--- src/rtl/frt_pkg.sv ---
package frt_pkg;
  localparam int HIT_W  = 32;
  localparam int TS_LSB = 24;

  typedef enum logic [1:0] {
    S_FILL = 2'd0,
    S_HDR  = 2'd1,
    S_HITS = 2'd2,
    S_TRL  = 2'd3
  } ft_state_t;

  function automatic logic [HIT_W-1:0] mk_header(input logic [15:0] train);
    return {16'h0000, train};
  endfunction

  function automatic logic [HIT_W-1:0] mk_trailer(input logic [14:0] drops,
                                                  input logic [15:0] hits);
    return {(drops != 15'd0), drops, hits};
  endfunction
endpackage

--- src/rtl/frt_arb.sv ---
module frt_arb #(
  parameter int N = 2
) (
  input  logic [N-1:0] req,
  output logic [N-1:0] gnt
);
  always_comb begin
    gnt = '0;
    for (int i = N - 1; i >= 0; i--) begin
      if (req[i]) gnt = N'(1) << i;
    end
  end

  always_comb begin

    grant_onehot_chk: assert ($onehot0(gnt));

    grant_req_chk: assert ((gnt & ~req) == '0);
  end
endmodule

--- src/rtl/frt_bins.sv ---
module frt_bins #(
  parameter int NB    = 16,
  parameter int DEPTH = 4,
  parameter int W     = 32
) (
  input  logic                   clk,
  input  logic                   rst_n,
  input  logic                   wr_en,
  input  logic [$clog2(NB)-1:0]  wr_bkt,
  input  logic [W-1:0]           wr_data,
  output logic                   wr_full,
  input  logic                   clr,
  input  logic [$clog2(NB)-1:0]  rd_bkt,
  input  logic [((DEPTH>1)?$clog2(DEPTH):1)-1:0] rd_idx,
  output logic [W-1:0]           rd_data,
  output logic [$clog2(DEPTH+1)-1:0] rd_cnt
);
  localparam int BW = $clog2(NB);
  localparam int CW = $clog2(DEPTH + 1);
  localparam int AW = (DEPTH > 1) ? $clog2(DEPTH) : 1;

  logic [W-1:0]  mem     [NB][DEPTH];
  logic [CW-1:0] cnt     [NB];
  logic [CW-1:0] cnt_nxt [NB];
  logic          wr_ok;

  assign wr_full = (cnt[wr_bkt] == CW'(DEPTH));
  assign wr_ok   = wr_en && !wr_full;
  assign rd_data = mem[rd_bkt][rd_idx];
  assign rd_cnt  = cnt[rd_bkt];

  always_comb begin
    for (int b = 0; b < NB; b++) cnt_nxt[b] = cnt[b];
    if (clr) begin
      for (int b = 0; b < NB; b++) cnt_nxt[b] = '0;
    end else if (wr_ok) begin
      cnt_nxt[wr_bkt] = cnt[wr_bkt] + CW'(1);
    end
  end

  always_ff @(posedge clk or negedge rst_n) begin
    if (!rst_n) begin
      for (int b = 0; b < NB; b++) cnt[b] <= '0;
    end else begin
      for (int b = 0; b < NB; b++) cnt[b] <= cnt_nxt[b];
    end
  end

  always_ff @(posedge clk) begin
    if (wr_ok) mem[wr_bkt][cnt[wr_bkt][AW-1:0]] <= wr_data;
  end

  generate
    for (genvar g = 0; g < NB; g++) begin : g_cap

      bkt_cap_chk: assert property (@(posedge clk) disable iff (!rst_n)
        cnt[g] <= CW'(DEPTH));
    end
  endgenerate


  full_hold_chk: assert property (@(posedge clk) disable iff (!rst_n)
    (wr_en && wr_full && !clr) |=> (cnt[$past(wr_bkt)] == CW'(DEPTH)));

  logic [BW-1:0] unused_bw;
  assign unused_bw = '0;
endmodule

--- src/rtl/ftrain_asm.sv ---
module ftrain_asm #(
  parameter int NUM_IN       = 2,
  parameter int DEPTH        = 4,
  parameter int SF_PER_TRAIN = 64
) (
  input  logic                  clk,
  input  logic                  rst_n,
  input  logic [NUM_IN-1:0]     in_valid,
  output logic [NUM_IN-1:0]     in_ready,
  input  logic [NUM_IN*32-1:0]  in_data,
  input  logic [NUM_IN-1:0]     in_eos,
  output logic                  o0_valid,
  input  logic                  o0_ready,
  output logic [31:0]           o0_data,
  output logic                  o0_head,
  output logic                  o0_tail,
  output logic                  o1_valid,
  input  logic                  o1_ready,
  output logic [31:0]           o1_data,
  output logic                  o1_head,
  output logic                  o1_tail
);
  import frt_pkg::*;

  localparam int NB  = 16;
  localparam int BW  = $clog2(NB);
  localparam int CW  = $clog2(DEPTH + 1);
  localparam int AW  = (DEPTH > 1) ? $clog2(DEPTH) : 1;
  localparam int SW  = $clog2(SF_PER_TRAIN + 1);

  ft_state_t          st, st_n;
  logic [NUM_IN-1:0]  closed, closed_n;
  logic [BW-1:0]      bkt, bkt_n;
  logic [CW-1:0]      idx, idx_n;
  logic [SW-1:0]      sf_cnt, sfc_n;
  logic [15:0]        train_no, trn_n;
  logic [15:0]        hit_cnt, hits_n;
  logic [14:0]        drop_cnt, drops_n;
  logic               lnk, lnk_n;

  logic [NUM_IN-1:0]  req, gnt;
  logic [HIT_W-1:0]   sel_word;
  logic               sel_eos, wr_en, bkt_full, clr;
  logic [HIT_W-1:0]   rd_data, out_word;
  logic [CW-1:0]      rd_cnt;
  logic               out_vld, fire, hit_avail;

  assign req      = in_valid & ~closed & {NUM_IN{st == S_FILL}};
  assign in_ready = gnt;

  frt_arb #(.N(NUM_IN)) u_arb (.req(req), .gnt(gnt));

  always_comb begin
    sel_word = '0;
    for (int i = 0; i < NUM_IN; i++) begin
      if (gnt[i]) sel_word = in_data[i*HIT_W +: HIT_W];
    end
  end
  assign sel_eos = |(gnt & in_eos);
  assign wr_en   = (|gnt) && !sel_eos;

  frt_bins #(.NB(NB), .DEPTH(DEPTH), .W(HIT_W)) u_bins (
    .clk(clk), .rst_n(rst_n),
    .wr_en(wr_en), .wr_bkt(sel_word[TS_LSB +: BW]), .wr_data(sel_word),
    .wr_full(bkt_full), .clr(clr),
    .rd_bkt(bkt), .rd_idx(idx[AW-1:0]), .rd_data(rd_data), .rd_cnt(rd_cnt)
  );

  assign hit_avail = (idx < rd_cnt);
  assign out_vld   = (st == S_HDR) || (st == S_TRL) || ((st == S_HITS) && hit_avail);
  assign fire      = out_vld && (lnk ? o1_ready : o0_ready);

  always_comb begin
    unique case (st)
      S_HDR:   out_word = mk_header(train_no);
      S_TRL:   out_word = mk_trailer(drop_cnt, hit_cnt);
      default: out_word = rd_data;
    endcase
  end

  assign o0_valid = out_vld && !lnk;
  assign o1_valid = out_vld && lnk;
  assign o0_data  = out_word;
  assign o1_data  = out_word;
  assign o0_head  = (st == S_HDR);
  assign o1_head  = (st == S_HDR);
  assign o0_tail  = (st == S_TRL);
  assign o1_tail  = (st == S_TRL);

  always_comb begin
    st_n = st; closed_n = closed; bkt_n = bkt; idx_n = idx; sfc_n = sf_cnt;
    trn_n = train_no; hits_n = hit_cnt; drops_n = drop_cnt; lnk_n = lnk; clr = 1'b0;
    if (wr_en && !bkt_full) hits_n  = hit_cnt + 16'd1;
    if (wr_en && bkt_full)  drops_n = drop_cnt + 15'd1;
    if (fire) lnk_n = ~lnk;
    unique case (st)
      S_FILL: begin
        closed_n = closed | (gnt & in_eos);
        if (&closed_n) begin
          st_n  = (sf_cnt == '0) ? S_HDR : S_HITS;
          bkt_n = '0;
          idx_n = '0;
        end
      end
      S_HDR: if (fire) st_n = S_HITS;
      S_HITS: begin
        if (hit_avail) begin
          if (fire) idx_n = idx + CW'(1);
        end else begin
          idx_n = '0;
          if (bkt == BW'(NB - 1)) begin
            clr      = 1'b1;
            closed_n = '0;
            if (sf_cnt == SW'(SF_PER_TRAIN - 1)) begin
              st_n = S_TRL;
            end else begin
              sfc_n = sf_cnt + SW'(1);
              st_n  = S_FILL;
            end
          end else begin
            bkt_n = bkt + BW'(1);
          end
        end
      end
      S_TRL: if (fire) begin
        trn_n = train_no + 16'd1; sfc_n = '0; hits_n = '0; drops_n = '0;
        lnk_n = 1'b0; st_n = S_FILL;
      end
      default: st_n = S_FILL;
    endcase
  end

  always_ff @(posedge clk or negedge rst_n) begin
    if (!rst_n) begin
      st <= S_FILL; closed <= '0; bkt <= '0; idx <= '0; sf_cnt <= '0;
      train_no <= '0; hit_cnt <= '0; drop_cnt <= '0; lnk <= 1'b0;
    end else begin
      st <= st_n; closed <= closed_n; bkt <= bkt_n; idx <= idx_n; sf_cnt <= sfc_n;
      train_no <= trn_n; hit_cnt <= hits_n; drop_cnt <= drops_n; lnk <= lnk_n;
    end
  end


  one_link_chk: assert property (@(posedge clk) disable iff (!rst_n)
    !(o0_valid && o1_valid));

  fill_quiet_chk: assert property (@(posedge clk) disable iff (!rst_n)
    (|in_ready) |-> !(o0_valid || o1_valid));

  hold0_chk: assert property (@(posedge clk) disable iff (!rst_n)
    (o0_valid && !o0_ready) |=> (o0_valid && $stable(o0_data)));

  hold1_chk: assert property (@(posedge clk) disable iff (!rst_n)
    (o1_valid && !o1_ready) |=> (o1_valid && $stable(o1_data)));

  head_link0_chk: assert property (@(posedge clk) disable iff (!rst_n)
    o1_valid |-> !o1_head);

  generate
    for (genvar g = 0; g < NUM_IN; g++) begin : g_blk

      closed_block_chk: assert property (@(posedge clk) disable iff (!rst_n)
        closed[g] |-> !in_ready[g]);
    end
  endgenerate
endmodule

--- config.mk ---
export PLATFORM = sky130hd
export DESIGN_NAME = ftrain_asm
export DESIGN_NICKNAME = d
export VERILOG_FILES = /design/src/rtl/frt_pkg.sv /design/src/rtl/frt_arb.sv /design/src/rtl/frt_bins.sv /design/src/rtl/ftrain_asm.sv
export SDC_FILE = /design/constraint.sdc
export NUM_CORES = 2
export LEC_CHECK = 0
export BUFFER_PORTS_ARGS = -buffer_cell sky130_fd_sc_hd__buf_2
export CAP_MARGIN = 20
export CORE_AREA = 2 2 398 400
export DETAILED_ROUTE_END_ITERATION = 10
export DIE_AREA = 0 0 400 402
export PLACE_DENSITY = 0.68
export REMOVE_ABC_BUFFERS = 1
export SYNTH_ARGS = -nofsm -noshare
export SYNTH_HDL_FRONTEND = slang
export SYNTH_HIERARCHICAL = 1
export SYNTH_SLANG_ARGS = --single-unit
--- constraint.sdc ---
create_clock -name clk -period 11 [get_ports clk]
set_clock_uncertainty 0.15 [all_clocks]
set_input_delay 2.2 -clock clk [delete_from_list [all_inputs] [get_ports clk]]
set_output_delay 2.2 -clock clk [all_outputs]
set_load 0.02 [all_outputs]
Yosys cells after proc, flatten, opt, wreduce, memory -nomap -nowiden
Memories as Yosys holds them, arrays and structs flattened.
Cells that the tools add are included.

operators by class
  bitwise gates (word level) = 10
  reductions and logical operators = 29
  $lt $le $gt $ge = 7
  multiplexer cells = 60
  equal/unequal tests = 14
  add/sub/neg operators = 7

operators with widths
  operator                 count
  $mux W32                 5
  $mux W128                1
  $mux W48                 2
  $bmux W32 S2             1
  $demux W32 S2            1
  $pmux W32 S2             1
  $bwmux W48               1
  $mux W16                 3
  $mux W15                 3
  $add A16 B1 Y16 const B  2
  $mux W7                  4
  $bmux W3 S4              2
  $mux W3                  8
  $mux W2                  11
  $add A15 B1 Y15 const B  1
  $reduce_bool A15 Y1      1
  $pmux W7 S2              1
  $demux W3 S4             1
  $mux W4                  3
  $ge A5 B5 Y1 const B     2
  $not A4 Y5               2
  $reduce_and A5 Y1        2
  $logic_and A1 B1 Y1      9
  $mux W1                  8
  other kinds (33)         52

storage, ports and cells
  bits of input ports = 72
  memory bits (writable) = 2,048
  word-level logic and storage cells = 153
  output and inout port bits = 72
  flip-flop bits (word level) = 114
  memories kept = 1

memories
  memory      words  bits a word  rd ports  clocked after memory_dff  wr ports  line            text
  u_bins.mem  16     128          1         0                         1         frt_bins.sv:22  logic [W-1:0] mem [NB][DEPTH];

Depth between registers and ports, before layout
  word-level depth = 17
  mapped depth = 23
  gate-level depth less buffers = 14

Hierarchy
The synthesis kept the hierarchy.

by module, submodules not included
  module      area each (um2)  seq. area each (um2)  times used  cells each
  frt_bins    80,946.4         62,700.1              1           3,591
  ftrain_asm  4,583.1          1,651.6               1           517
  frt_arb     21.3             0.0                   1           2

Least setup slack after synthesis
Ideal clock, no wire load.

  path kind = in2reg
  from = input port in_valid[0]
  to = memory u_bins/mem[8][100] (netlist bit) (enable)
  slack = 2.862 ns
  setup time = 0.392 ns
  stages = 16
  data required time = 10.458 ns
  data arrival time = 7.596 ns
  buffers on the path = 7
  cells stage by stage = nor4b_1 nor2b_4 buf_2 nor2b_1 clkbuf_1 clkbuf_1 a22o_1 buf_6 buf_6 mux4_2 mux4_1 inv_1 ha_1 clkbuf_1 clkbuf_1 and2_1

between the ends
  elaborated cells between the ends (all ways) = 25
  those cells by class = order compare: 2; eq/ne: 1; mux: 10; bitwise: 5; reduce/logical: 7

RTL lines
  item                                                                line                            text
  from (decl)                                                         ftrain_asm.sv:8                 input logic [NUM_IN-1:0] in_valid,
  $and A2 B2 Y2 * (2 in series)                                       ftrain_asm.sv:48                assign req = in_valid & ~closed & {NUM_IN{st == S_FILL}};
  $mux W2 *                                                           frt_arb.sv:10                   if (req[i]) gnt = N'(1) << i;
  via in_ready[1]                                                     ftrain_asm.sv:9                 output logic [NUM_IN-1:0] in_ready,
  $mux W32 *                                                          ftrain_asm.sv:56                if (gnt[i]) sel_word = in_data[i*HIT_W +: HIT_W];
  via sel_word[24]                                                    ftrain_asm.sv:42                logic [HIT_W-1:0] sel_word;
  $not A4 Y5 (implied by the code)                                    frt_bins.sv:27, frt_bins.sv:50
  $bmux W3 S4                                                         frt_bins.sv:27, frt_bins.sv:50
  $mux W3 (implied by the code)                                       frt_bins.sv:50                  if (wr_ok) mem[wr_bkt][cnt[wr_bkt][AW-1:0]] <= wr_data;
  $mux W3 (implied by the code)                                       frt_bins.sv:27                  assign wr_full = (cnt[wr_bkt] == CW'(DEPTH));
  $not A2 Y3 (implied by the code)                                    frt_bins.sv:50
  $ge A3 B3 Y1 (implied by the code) or $lt A3 B1 Y1 (tied branches)  frt_bins.sv:50
  $logic_and A1 B1 Y1 (implied by the code)                           frt_bins.sv:50
  $mux W32 (implied by the code)                                      frt_bins.sv:50
  $demux W32 S2                                                       frt_bins.sv:50
  $mux W128 (implied by the code)                                     frt_bins.sv:50
  to (decl)                                                           frt_bins.sv:22

Mark *: on every way through the listed nets, which the timed path passes. The rest lies on a longest branch. The select of a mux whose other input is x is not followed.

Final worst setup path
  from = register bkt[2]
  to = output port o1_data[8]

between the ends
  cells in the longest elaborated chain, start to end = 5

RTL lines
  item                                          line               text
  from (decl)                                   ftrain_asm.sv:33   logic [BW-1:0] bkt, bkt_n;
  from (signal assigned)                        ftrain_asm.sv:138  st <= st_n; closed <= closed_n; bkt <= bkt_n; idx <= idx_n; sf_cnt <= sfc_n;
  $mem_v2 Z16 W128                              n/a
  $bmux W32 S2                                  frt_bins.sv:29     assign rd_data = mem[rd_bkt][rd_idx];
  $mux W32 (implied by the code) (2 in series)  frt_bins.sv:29
  via rd_data[8]                                ftrain_asm.sv:44   logic [HIT_W-1:0] rd_data, out_word;
  $pmux W32 S2                                  ftrain_asm.sv:74   unique case (st)
  to (decl)                                     ftrain_asm.sv:19   output logic [31:0] o1_data,

The timed path passes the listed nets, and every way through them passes these cells. The select of a mux whose other input is x is not followed.

==> flow_metrics.env <==
export IMPL_outcome="finished clean"
export IMPL_gp_congestion=0.886
export IMPL_via_per_inst=6.73
export IMPL_die_x_um=400
export IMPL_sequentialPowerShare_pct=41.6
export IMPL_drcViolationCount=0
export IMPL_hpwl_um=131000
export IMPL_finalNetCount=4354
export IMPL_crit_type="reg2out"
export IMPL_switching_share_pct=32.8
export IMPL_crit_fanout=78
export IMPL_ir_drop_uv=250
export IMPL_area_growth_pct=11.2
export IMPL_worst_slew_pin_slew_ps=1280
export IMPL_antenna_found_initial=13
export IMPL_numCtsBuffers=210
export IMPL_layout_min_cycle_time_ps=8150
export IMPL_combPwrFrac_pct=29.6
export IMPL_synth_seq_area_share_pct=75.2
export IMPL_cell_internal_pwr_mw=16.5
export IMPL_die_y_um=402
export IMPL_core_area_um2=157000
export IMPL_drive_above_1_share_pct=27.0
export IMPL_synthCells=4110
export IMPL_wl_per_cell_um=34.6
export IMPL_htree_levels=4
export IMPL_clock_tree_root_cell="clkbuf_16"
export IMPL_async_reset_ff_share_pct=5.27
export IMPL_detail_route_iter0_violations=6446
export IMPL_fp_dieArea_um2=161000
export IMPL_fin_worst_hold_slack_ps=320
export IMPL_io_pins=144
export IMPL_setup_viol=0
export IMPL_synthTopCellsByCount="2048 x edfxtp_1, 519 x mux4_2, 158 x mux2i_1, 135 x o22ai_1, 127 x nor2_1"
export IMPL_synth_cell_types=72
export IMPL_critPathArrivalTime_ps=5800
export IMPL_finalPower_mw=24.5
export IMPL_cts_resized=0
export IMPL_placed_area_um2=88400
export IMPL_yosys_area_top_type="edfxtp_1"
export IMPL_fmax_mhz=123
export IMPL_slew_headroom_pct=14.0
export IMPL_startpoint_type="flop"
export IMPL_cap_viol_max_count=0
export IMPL_r2r_start="st[1]$_DFFE_PN0P_"
export IMPL_initial_utilization_pct=54.5
export IMPL_row_count=146
export IMPL_hp_class="reg2reg"
export IMPL_synth_most_common_cell="edfxtp_1"
export IMPL_synthFlopType="edfxtp_1"
export IMPL_stdcell_area_um2=95100
export IMPL_cts_sinks=2162
export IMPL_post_synth_cell_area_avg_um2=20.8
export IMPL_yosys_warnings=6
export IMPL_min_delay_start="train_no[15]$_DFFE_PN0P_"
export IMPL_cts_tree="yes"
export IMPL_path_clk_slew_ps=60
export IMPL_nFillCells=10900
export IMPL_first_pass_iters=8
export IMPL_grt_overflow=0
export IMPL_synth_seq_cells=2162
export IMPL_leakagePower_nw=30.3
export IMPL_ys_top_cells_by_area="edfxtp_1 72%, mux4_2 14%, dfrtp_1 3.3%"
export IMPL_grt_max_degree=106
export IMPL_synth_area_um2=85600
export IMPL_rsz0062_at_grt="no"
export IMPL_synth_top_cell_area_share_pct=71.9
export IMPL_clockBufferDepth=3
export IMPL_grt_usage_pct=28.2
export IMPL_finalCritPeriodShare_pct=74.1
export IMPL_totalWireLength_um=226000
export IMPL_end_kind="output pin"
export IMPL_grt_pass1_vias=41400
export IMPL_finalMaxSlewViolations=0
export IMPL_cts_hold_buf=0
export IMPL_post_cts_setup_buffers=0
export IMPL_synth_edf_count=2048
export IMPL_p_switching_mw=8.03
export IMPL_clkPwrFrac_pct=28.8
export IMPL_vias=43900
export IMPL_place_inst=6124
export IMPL_post_layout_nonfiller_instances=6523
export IMPL_drtAntennaViolNets=0
export IMPL_cp_required_ps=8650
export IMPL_power_density_nw_per_um2=258
export IMPL_hold_viol=0
export IMPL_crit_path_start="bkt[2]$_DFFE_PN0P_"
export IMPL_grt_pass1_wl_um=316000
export IMPL_clock_latency_ps=850
export IMPL_portBuffers=143
export IMPL_fin_setup_tns_ps=0
## worst max-delay path, stage by stage, from the launching register on
cell and delay (ps):
dfrtp_4 860, buf_12 500, nand3b_1 820, o22ai_1 470, nor4_1 1170, o22a_1 380
nor2_1 70, a21oi_1 280, buf_2 230
## layer usage
metal	share of wire (%)	GRT usage, %	vias up
met5	0	0	-
met4	3.2	8.94	0
met2	45	41.1	2716
met3	12	6.75	282
met1	39	42.6	23400
li1	-	-	17500
## final cells by class
cell class                 count  area [um^2]  area share [%]
antenna                        8         20.0          0.0210
clock buffer                 259         5460            5.74
clock inverter               129         1290            1.35
inverter                      20         75.1          0.0789
multi-input combinational   1656        20000            21.0
sequential                  2162        64400            67.7
tap                         2072         2590            2.72
timing repair buffer         217         1370            1.44
## cell families (layout without fill, tap and decap cells)
kind of cell	after synthesis	in the layout	share of synthesized area [%]
adder cells (fa/ha/maj)	15	15	0.219
multiplexers	705	705	16.0
buffers and inverters	292	625	1.87
flip-flops	2162	2162	75.2
AND/OR/NAND/NOR	487	487	3.04
other	0	8	0
XOR/XNOR	44	44	0.450
AO/OA/AOI/OAI	405	405	3.22
## state kept, by name, summed over array words and instances, names as in the netlist
register	cells
bkt	4
closed	2
drop_cnt	15
hit_cnt	16
idx	3
lnk	1
sf_cnt	7
st	2
train_no	16
u_bins/cnt	48
u_bins/mem	2048
## worst paths after layout
kind | to | slack [ps] | cells after the start
setup / recovery | o1_data[8] | 2850 | 8
hold reg to reg | train_no[15]$_DFFE_PN0P_ | 320 | 1
max in group asynchronous | bkt[1]$_DFFE_PN0P_ | 8010 | 2
hold / removal | train_no[15]$_DFFE_PN0P_ | 320 | 1
setup reg to reg | u_bins/mem[14][113]$_DFFE_PP_ | 3910 | 13
min in group asynchronous | u_bins/cnt[17]$_DFFE_PN0P_ | 1290 | 1
## cell usage in the layout (no fill, tap or decap), types with 29 or more instances in the layout
master     count
mux4_2       519
buf_4         63
clkbuf_1      48
edfxtp_1    2048
nor3_1        38
o22ai_1      135
mux2i_1      158
nand2b_1      29
nor2_1       126
o21ai_0       44
clkbuf_16    211
clkinv_1      55
nand3_1       33
and2_2        65
nand2_1       69
buf_2        145
dfrtp_1      108
a21oi_1       61
clkinv_2      33
## power by group through the flow
stage / clock [mW] / sequential (mW) / combinational, mW
2_1_floorplan: 0 / 10.8 / 5.38
3_3_place_gp: 0 / 10.4 / 7.15
3_5_place_dp: 0 / 10.4 / 7.22
4_1_cts: 7.15 / 10.2 / 7.24
5_1_grt: 7.47 / 10.2 / 7.55
6_report: 7.06 / 10.2 / 7.25
## metrics by stage
step	util, %	setup WS (ps)
after floorplan	-	-13820
after global placement	56.2	2650
after detailed placement	56.2	2510
after CTS	60.5	2990
after global routing	60.6	2880
final	60.6	2850
(Power assumes the default switching activity.)
